--- config.mk ---
export PLATFORM = sky130hd
export DESIGN_NAME = txcfg_bringup
export DESIGN_NICKNAME = d
export VERILOG_FILES = /design/src/rtl/txcfg_pkg.sv /design/src/rtl/txcfg_i2c_engine.sv /design/src/rtl/txcfg_script.sv /design/src/rtl/txcfg_bringup.sv
export SDC_FILE = /design/constraint.sdc
export NUM_CORES = 1
export LEC_CHECK = 0
export ABC_CLOCK_PERIOD_IN_PS = 2800
export BUFFER_PORTS_ARGS = -buffer_cell sky130_fd_sc_hd__buf_4
export CORE_MARGIN = 4
export CORE_UTILIZATION = 45
export CTS_BUF_LIST = sky130_fd_sc_hd__clkbuf_4 sky130_fd_sc_hd__clkbuf_8
export DETAILED_ROUTE_END_ITERATION = 10
export PLACE_DENSITY_LB_ADDON = 0.08
export SYNTH_ARGS = -nofsm -noshare
export SYNTH_HDL_FRONTEND = slang
export SYNTH_SLANG_ARGS = --single-unit
--- constraint.sdc ---
create_clock -name clk -period 2.8 [get_ports clk]
set_clock_uncertainty 0.2 [all_clocks]
set_input_delay 0.14 -clock clk [delete_from_list [all_inputs] [get_ports clk]]
set_output_delay 0.14 -clock clk [all_outputs]
set_load 0.05 [all_outputs]
--- src/rtl/txcfg_pkg.sv ---
package txcfg_pkg;
   typedef enum logic [1:0] {
      OP_START = 2'd0,
      OP_STOP  = 2'd1,
      OP_WRITE = 2'd2,
      OP_READ  = 2'd3
   } i2c_op_e;

   localparam int          ERR_W       = 4;
   localparam logic [7:0]  PWR_ON_BYTE = 8'h01;
   localparam logic [ERR_W-1:0] ERR_VID = 4'd8;
   localparam logic [ERR_W-1:0] ERR_DID = 4'd9;
   localparam int          NUM_STEPS   = 7;
   localparam int          FIRST_READ  = 4;
endpackage

--- src/rtl/txcfg_i2c_engine.sv ---
module txcfg_i2c_engine
   import txcfg_pkg::*;
#(
   parameter int QTR_CYC = 250
) (
   input  logic       clk,
   input  logic       rst_n,
   input  logic       cmd_valid,
   input  i2c_op_e    cmd_op,
   input  logic [7:0] cmd_byte,
   output logic       busy,
   output logic       done,
   output logic       ack_ok,
   output logic [7:0] rx_byte,
   input  logic       sda_in,
   output logic       scl_oe,
   output logic       sda_oe
);
   localparam int QW = (QTR_CYC > 1) ? $clog2(QTR_CYC) : 1;

   typedef enum logic [1:0] {E_IDLE, E_START, E_BIT, E_STOP} eng_st_e;

   eng_st_e        st;
   logic [QW-1:0]  qcnt;
   logic [1:0]     phase;
   logic [3:0]     bitn;
   logic [7:0]     sh;
   logic           is_rd;
   logic           tick;
   logic           enter;

   initial assert (QTR_CYC >= 2) else $error("QTR_CYC must be at least 2");

   assign tick    = (qcnt == QW'(QTR_CYC - 1));
   assign enter   = (qcnt == '0);
   assign busy    = (st != E_IDLE);
   assign rx_byte = sh;

   always_ff @(posedge clk) begin
      if (!rst_n) begin
         st     <= E_IDLE;
         qcnt   <= '0;
         phase  <= '0;
         bitn   <= '0;
         sh     <= '0;
         is_rd  <= 1'b0;
         done   <= 1'b0;
         ack_ok <= 1'b0;
         scl_oe <= 1'b0;
         sda_oe <= 1'b0;
      end else begin
         done <= 1'b0;
         if (st == E_IDLE) begin
            qcnt  <= '0;
            phase <= '0;
            if (cmd_valid) begin
               bitn <= '0;
               case (cmd_op)
                  OP_START: st <= E_START;
                  OP_STOP:  st <= E_STOP;
                  OP_WRITE: begin st <= E_BIT; sh <= cmd_byte; is_rd <= 1'b0; end
                  default:  begin st <= E_BIT; sh <= '0;       is_rd <= 1'b1; end
               endcase
            end
         end else begin
            qcnt <= tick ? '0 : qcnt + 1'b1;
            // line updates at the first clock of each quarter
            if (enter) begin
               case (st)
                  E_START: case (phase)
                     2'd0: sda_oe <= 1'b0;
                     2'd1: scl_oe <= 1'b0;
                     2'd2: sda_oe <= 1'b1;
                     default: scl_oe <= 1'b1;
                  endcase
                  E_BIT: case (phase)
                     2'd0: sda_oe <= (is_rd || bitn == 4'd8) ? 1'b0 : ~sh[7];
                     2'd1: scl_oe <= 1'b0;
                     2'd3: scl_oe <= 1'b1;
                     default: ;
                  endcase
                  default: case (phase)
                     2'd0: sda_oe <= 1'b1;
                     2'd1: scl_oe <= 1'b0;
                     2'd2: sda_oe <= 1'b0;
                     default: ;
                  endcase
               endcase
            end
            if (tick) begin
               phase <= phase + 1'b1;
               if (st == E_BIT && phase == 2'd2) begin
                  if (bitn == 4'd8) ack_ok <= ~sda_in;
                  else              sh     <= {sh[6:0], is_rd ? sda_in : 1'b0};
               end
               if (phase == 2'd3) begin
                  if (st == E_BIT && bitn != 4'd8) begin
                     bitn <= bitn + 1'b1;
                  end else begin
                     st   <= E_IDLE;
                     done <= 1'b1;
                  end
               end
            end
         end
      end
   end

   AST_CMD_WHEN_IDLE: assert property (@(posedge clk) disable iff (!rst_n)
      cmd_valid |-> !busy);

   AST_SDA_STILL_SCL_HIGH: assert property (@(posedge clk) disable iff (!rst_n)
      (st == E_BIT && $past(st) == E_BIT && !scl_oe && !$past(scl_oe)) |-> $stable(sda_oe));
endmodule

--- src/rtl/txcfg_script.sv ---
module txcfg_script
   import txcfg_pkg::*;
#(
   parameter logic [6:0]  TGT_ADDR  = 7'h38,
   parameter logic [7:0]  MODE_A    = 8'h35,
   parameter logic [7:0]  MODE_B    = 8'h16,
   parameter logic [7:0]  MODE_C    = 8'h80,
   parameter logic [15:0] EXP_VID   = 16'h014C,
   parameter logic [7:0]  EXP_DID   = 8'h10,
   parameter bit          CHECK_DID = 1'b1
) (
   input  logic             clk,
   input  logic             rst_n,
   input  logic             go,
   output logic             cmd_valid,
   output i2c_op_e          cmd_op,
   output logic [7:0]       cmd_byte,
   input  logic             eng_done,
   input  logic             eng_ack,
   input  logic [7:0]       eng_rx,
   output logic             done,
   output logic             error,
   output logic [ERR_W-1:0] err_code,
   output logic [15:0]      vendor_id,
   output logic [7:0]       device_id
);
   typedef enum logic [2:0] {
      SQ_IDLE, SQ_ISSUE, SQ_WAIT, SQ_ABORT, SQ_ABWAIT, SQ_CHECK, SQ_DONE, SQ_FAIL
   } seq_st_e;

   seq_st_e    st;
   logic [2:0] step;
   logic [2:0] idx;
   logic [2:0] last_idx;
   logic       rd_step;
   logic [7:0] sub_addr;
   logic [7:0] wr_data;
   i2c_op_e    tbl_op;
   logic [7:0] tbl_byte;
   logic [7:0] id_lo, id_hi, id_dev;
   logic       vid_ok, did_ok;

   always_comb begin
      rd_step  = (step >= 3'(FIRST_READ));
      last_idx = rd_step ? 3'd6 : 3'd4;
      case (step)
         3'd0, 3'd1: sub_addr = 8'h08;
         3'd2:       sub_addr = 8'h09;
         3'd3:       sub_addr = 8'h0A;
         3'd4:       sub_addr = 8'h00;
         3'd5:       sub_addr = 8'h01;
         default:    sub_addr = 8'h02;
      endcase
      case (step)
         3'd0:    wr_data = PWR_ON_BYTE;
         3'd1:    wr_data = MODE_A;
         3'd2:    wr_data = MODE_B;
         default: wr_data = MODE_C;
      endcase
      tbl_byte = 8'h00;
      case (idx)
         3'd0: tbl_op = OP_START;
         3'd1: begin tbl_op = OP_WRITE; tbl_byte = {TGT_ADDR, 1'b0}; end
         3'd2: begin tbl_op = OP_WRITE; tbl_byte = sub_addr; end
         3'd3: begin
            tbl_op   = rd_step ? OP_START : OP_WRITE;
            tbl_byte = wr_data;
         end
         3'd4: begin
            tbl_op   = rd_step ? OP_WRITE : OP_STOP;
            tbl_byte = {TGT_ADDR, 1'b1};
         end
         3'd5: tbl_op = OP_READ;
         default: tbl_op = OP_STOP;
      endcase
   end

   assign cmd_valid = (st == SQ_ISSUE) || (st == SQ_ABORT);
   assign cmd_op    = (st == SQ_ABORT) ? OP_STOP : tbl_op;
   assign cmd_byte  = tbl_byte;
   assign vendor_id = {id_hi, id_lo};
   assign device_id = id_dev;
   assign vid_ok    = ({id_hi, id_lo} == EXP_VID);

   generate
      if (CHECK_DID) begin : g_did_chk
         assign did_ok = (id_dev == EXP_DID);
      end else begin : g_did_skip
         assign did_ok = 1'b1;
      end
   endgenerate

   always_ff @(posedge clk) begin
      if (!rst_n) begin
         st       <= SQ_IDLE;
         step     <= '0;
         idx      <= '0;
         id_lo    <= '0;
         id_hi    <= '0;
         id_dev   <= '0;
         done     <= 1'b0;
         error    <= 1'b0;
         err_code <= '0;
      end else begin
         case (st)
            SQ_IDLE:  if (go) st <= SQ_ISSUE;
            SQ_ISSUE: st <= SQ_WAIT;
            SQ_WAIT: if (eng_done) begin
               if (tbl_op == OP_WRITE && !eng_ack) begin
                  err_code <= ERR_W'(step) + 1'b1;
                  st       <= SQ_ABORT;
               end else begin
                  if (tbl_op == OP_READ) begin
                     case (step)
                        3'd4:    id_lo  <= eng_rx;
                        3'd5:    id_hi  <= eng_rx;
                        default: id_dev <= eng_rx;
                     endcase
                  end
                  if (idx == last_idx) begin
                     idx <= '0;
                     if (step == 3'(NUM_STEPS - 1)) begin
                        st <= SQ_CHECK;
                     end else begin
                        step <= step + 1'b1;
                        st   <= SQ_ISSUE;
                     end
                  end else begin
                     idx <= idx + 1'b1;
                     st  <= SQ_ISSUE;
                  end
               end
            end
            SQ_ABORT:  st <= SQ_ABWAIT;
            SQ_ABWAIT: if (eng_done) begin
               st    <= SQ_FAIL;
               error <= 1'b1;
            end
            SQ_CHECK: begin
               if (!vid_ok) begin
                  err_code <= ERR_VID;
                  error    <= 1'b1;
                  st       <= SQ_FAIL;
               end else if (!did_ok) begin
                  err_code <= ERR_DID;
                  error    <= 1'b1;
                  st       <= SQ_FAIL;
               end else begin
                  done <= 1'b1;
                  st   <= SQ_DONE;
               end
            end
            default: ;
         endcase
      end
   end

   AST_DONE_ERR_EXCL: assert property (@(posedge clk) disable iff (!rst_n)
      !(done && error));
   AST_DONE_STICKY: assert property (@(posedge clk) disable iff (!rst_n)
      done |=> done);
   AST_ERR_STICKY: assert property (@(posedge clk) disable iff (!rst_n)
      error |=> (error && $stable(err_code)));
   AST_ERR_CODE_RANGE: assert property (@(posedge clk) disable iff (!rst_n)
      error |-> (err_code != '0 && err_code <= ERR_DID));
endmodule

--- src/rtl/txcfg_bringup.sv ---
module txcfg_bringup
   import txcfg_pkg::*;
#(
   parameter int          QTR_CYC   = 250,
   parameter logic [6:0]  TGT_ADDR  = 7'h38,
   parameter logic [7:0]  MODE_A    = 8'h35,
   parameter logic [7:0]  MODE_B    = 8'h16,
   parameter logic [7:0]  MODE_C    = 8'h80,
   parameter logic [15:0] EXP_VID   = 16'h014C,
   parameter logic [7:0]  EXP_DID   = 8'h10,
   parameter bit          CHECK_DID = 1'b1
) (
   input  logic        clk,
   input  logic        rst_n,
   input  logic        pwr_good,
   input  logic        sda_in,
   output logic        scl_oe,
   output logic        sda_oe,
   output logic        tgt_rst_n,
   output logic        done,
   output logic        error,
   output logic [3:0]  err_code,
   output logic [15:0] vendor_id,
   output logic [7:0]  device_id
);
   logic       cmd_valid;
   i2c_op_e    cmd_op;
   logic [7:0] cmd_byte;
   logic       eng_busy, eng_done, eng_ack;
   logic [7:0] eng_rx;

   always_ff @(posedge clk) begin
      if (!rst_n)        tgt_rst_n <= 1'b0;
      else if (pwr_good) tgt_rst_n <= 1'b1;
   end

   txcfg_i2c_engine #(.QTR_CYC(QTR_CYC)) i_engine (
      .clk      (clk),
      .rst_n    (rst_n),
      .cmd_valid(cmd_valid),
      .cmd_op   (cmd_op),
      .cmd_byte (cmd_byte),
      .busy     (eng_busy),
      .done     (eng_done),
      .ack_ok   (eng_ack),
      .rx_byte  (eng_rx),
      .sda_in   (sda_in),
      .scl_oe   (scl_oe),
      .sda_oe   (sda_oe)
   );

   txcfg_script #(
      .TGT_ADDR (TGT_ADDR),
      .MODE_A   (MODE_A),
      .MODE_B   (MODE_B),
      .MODE_C   (MODE_C),
      .EXP_VID  (EXP_VID),
      .EXP_DID  (EXP_DID),
      .CHECK_DID(CHECK_DID)
   ) i_script (
      .clk      (clk),
      .rst_n    (rst_n),
      .go       (tgt_rst_n),
      .cmd_valid(cmd_valid),
      .cmd_op   (cmd_op),
      .cmd_byte (cmd_byte),
      .eng_done (eng_done),
      .eng_ack  (eng_ack),
      .eng_rx   (eng_rx),
      .done     (done),
      .error    (error),
      .err_code (err_code),
      .vendor_id(vendor_id),
      .device_id(device_id)
   );

   AST_BUS_QUIET_IN_RST: assert property (@(posedge clk) disable iff (!rst_n)
      !tgt_rst_n |-> (!scl_oe && !sda_oe));
   AST_REL_STICKY: assert property (@(posedge clk) disable iff (!rst_n)
      tgt_rst_n |=> tgt_rst_n);
   AST_IDLE_BUS_AT_END: assert property (@(posedge clk) disable iff (!rst_n)
      (done || error) |-> (!scl_oe && !sda_oe));
   AST_BUSY_NOT_DONE: assert property (@(posedge clk) disable iff (!rst_n)
      eng_busy |-> !(done || error));
endmodule

==> out/summary.txt <==
Cell Pwr Density - 442 mW/mm^2
ANT nets after route - 0
H-tree Lvls - 3
Count of final setup violators - 0
Die W - 99.9 um
Rel. slew slack - 58.3%
Synthesized area - 0.00380 sq mm
Final Hold Viols - 0
RSZ-0062 raised after global routing - false
Setup crit start kind - register
Largest net degree at the start of global routing - 57
Vias in the first global route - 3064
Worst Hold Class - in2reg
Worst setup margin - 0.298 ns
Worst Path Arrival - 2.59 ns
Clk sinks - 69
Reg2Reg Setup Slack - 0.30 ns
Sequential Area - 0.00138 sq mm
Top cells by count, synth - 69 x dfxtp_1, 52 x nand2_1, 38 x mux2i_1
TritonCTS Buffers - 9
Ys flop type - dfxtp_1
LEAKAGE - 1.71 nW
# Max-Cap Violations - 0
Count leader, synth - dfxtp_1
Root buffer cell - clkbuf_8
Pre-CTS setup slack - 0.287 ns
Asr flop ratio synth - 0%
Status - completed
Yosys cell types - 59
Share of cells above drive strength 1 - 16.5%
Gr usage total - 19.0%
Kind of end point of the critical path - register
Syn nets - 452
Effective utilization at floorplan - 46.2%
CTS tree - yes
Initial antenna violation count - 0
First-pass GRT wire length - 15000 um
Fillers - 779
Crit Path Max Fanout - 8
GR Overflow Total - 0
Multi-input gate area - 0.00220 sq mm
Synth-to-layout area growth - 13.6%
Slew @ Worst Pin - 0.617 ns
Post-Syn Area per Cell - 8.96 sq um
Post-synthesis sequential element count - 69
DR vias/cell - 5.40
Final period util - 89.4%
Diodes inserted - 0
EDFF count, synth - 0
VDD IR-drop max - 0.250 mV
Post-layout min period - 2.50 ns
Io pins - 37
Area of the core - 0.00822 sq mm
Critical path class - reg2reg
CTS resizes - 0
Detailed Route WL - 8890 um
Total number of vias - 3059
HPWL Detailed - 6460 um
Die area - 0.00997 sq mm
GPL Wtd Cong - 0.851
Seq/Total Area, Yosys - 36.4%
FMAX - 400 MHz
Hold_ws - 0.0702 ns
Nets@finish - 485
Synth warnings - 0
Slew Viols, Final - 0
Area share of the largest cell type after synthesis - 36.4%
Critical Path Start - i_script.idx[0]$_SDFFE_PN0P_
Worst R2R Start - i_script.idx[0]$_SDFFE_PN0P_
Hold_sp - rst_n
Post-Route Setup TNS - 0 ns
Routed wire per std cell - 15.7 um
Largest cells by area after synthesis - dfxtp_1 36%, mux2i_1 10%, ha_1 7.9%
DRC - 0
Drt initial violations - 113
CP Data Required Time - 2.89 ns
Clock transition at the registers of the reported paths - 0.09 ns
Row Count - 33
Leading area contributor after synthesis - dfxtp_1
DIE HEIGHT - 99.9 um
Clk Latency, worst-skew pair - 0.36 ns
Cell count after synthesis - 424
Port bufs - 36
First-pass DRT Iterations - 4
Maximum root-to-sink buffer count - 2
path summary, 6_finish.rpt:
path	endpoint	cells after the start
hold / removal	i_engine.ack_ok$_SDFFE_PN0P_	2
setup / recovery	i_script.id_hi[4]$_SDFFE_PN0P_	8
setup reg to reg	i_script.id_hi[4]$_SDFFE_PN0P_	8
hold reg to reg	i_script.err_code[1]$_SDFFE_PN0P_	2
logic make-up after synthesis:
| family | share of synthesized area (%) |
|---|---|
| muxes | 10.0 |
| AOI/OAI and AO/OA | 13.4 |
| adders and majority gates | 7.91 |
| and+or+nand+nor | 24.3 |
| xor gates and xnor gates | 2.31 |
| DFF | 36.4 |
| buffers and inverters | 5.60 |
flip-flops by register name, indices dropped and copies added (netlist names), 2 cells and up:
signal / flops
i_engine.bitn: 4
i_engine.phase: 2
i_engine.qcnt: 8
i_engine.rx_byte: 8
i_engine.st: 2
i_script.device_id: 8
i_script.err_code: 4
i_script.id_hi: 8
i_script.id_lo: 8
i_script.idx: 3
i_script.st: 3
i_script.step: 3
worst max-delay path, cell delays in order, from the launching register on:
cell and delay [ns]:
dfxtp_1 0.37, ha_1 0.22, ha_1 0.25, nand2b_2 0.17
nand4_1 0.32, a21boi_4 0.30, and3_1 0.20, buf_4 0.20
mux2i_1 0.20
cell type report:
class	instances	share of cell area, %
multi-input cells	311	51.1
repair buffers	45	7.94
flip-flops and latches	69	32.0
well taps	105	3.04
clock buffers	9	2.87
clock inverters	7	1.25
inverters	21	1.83
power by group:
part	switching (mW)	internal (mW)
combinational	0.0911	0.0529
sequential	0.0109	0.991
clock	0.429	0.332
total	0.531	1.38
layout by cell type (no fill, tap or decap), drive strengths merged, types with 2 or more instances in the layout:
| cell | instances |
|---|---|
| nand3b | 5 |
| buf | 43 |
| nor4b | 3 |
| nand2b | 7 |
| xnor2 | 4 |
| clkbuf | 9 |
| o31ai | 2 |
| mux2i | 38 |
| o211a | 4 |
| nand2 | 52 |
| xor2 | 6 |
| nand4 | 5 |
| nor4bb | 2 |
| nor2 | 29 |
| and3 | 4 |
| nor4 | 9 |
| nand3 | 16 |
| a21oi | 12 |
| dlygate4sd3 | 2 |
| or2 | 3 |
| clkinv | 3 |
| a31oi | 4 |
| or3 | 2 |
| nor3 | 6 |
| o21a | 6 |
| and3b | 3 |
| a2bb2oi | 3 |
| a21o | 2 |
| ha | 24 |
| and2 | 4 |
| inv | 25 |
| dfxtp | 69 |
| a21boi | 7 |
| nor2b | 17 |
| o21ai | 17 |
what timing repair did:
| action | CTS | global route |
|---|---|---|
| hold buffers | 2 | 0 |
| hold endpoints to repair | 3 | 0 |
| setup buffers | 0 | 0 |
per-layer routing:
layer  track usage, %  vias up  share of wire (%)
met5                0        -                  0
met3             5.14       15                3.5
li1                 -     1534                  -
met4             7.04        0                2.6
met2             31.4       58                 48
met1             23.7     1452                 46
through the flow:
| step | util [%] | power (mW) | area (sq um) | cells |
|---|---|---|---|---|
| floorplan | - | 1.13 | 3800 | 424 |
| global placement | 50.1 | 1.17 | 4120 | 549 |
| detailed placement | 50.1 | 1.17 | 4120 | 549 |
| CTS | 52.5 | 1.94 | 4320 | 567 |
| global route | 52.5 | 2.00 | 4320 | 567 |
| finish | 52.5 | 1.91 | 4320 | 567 |
Power figures use the tool's default switching activity.
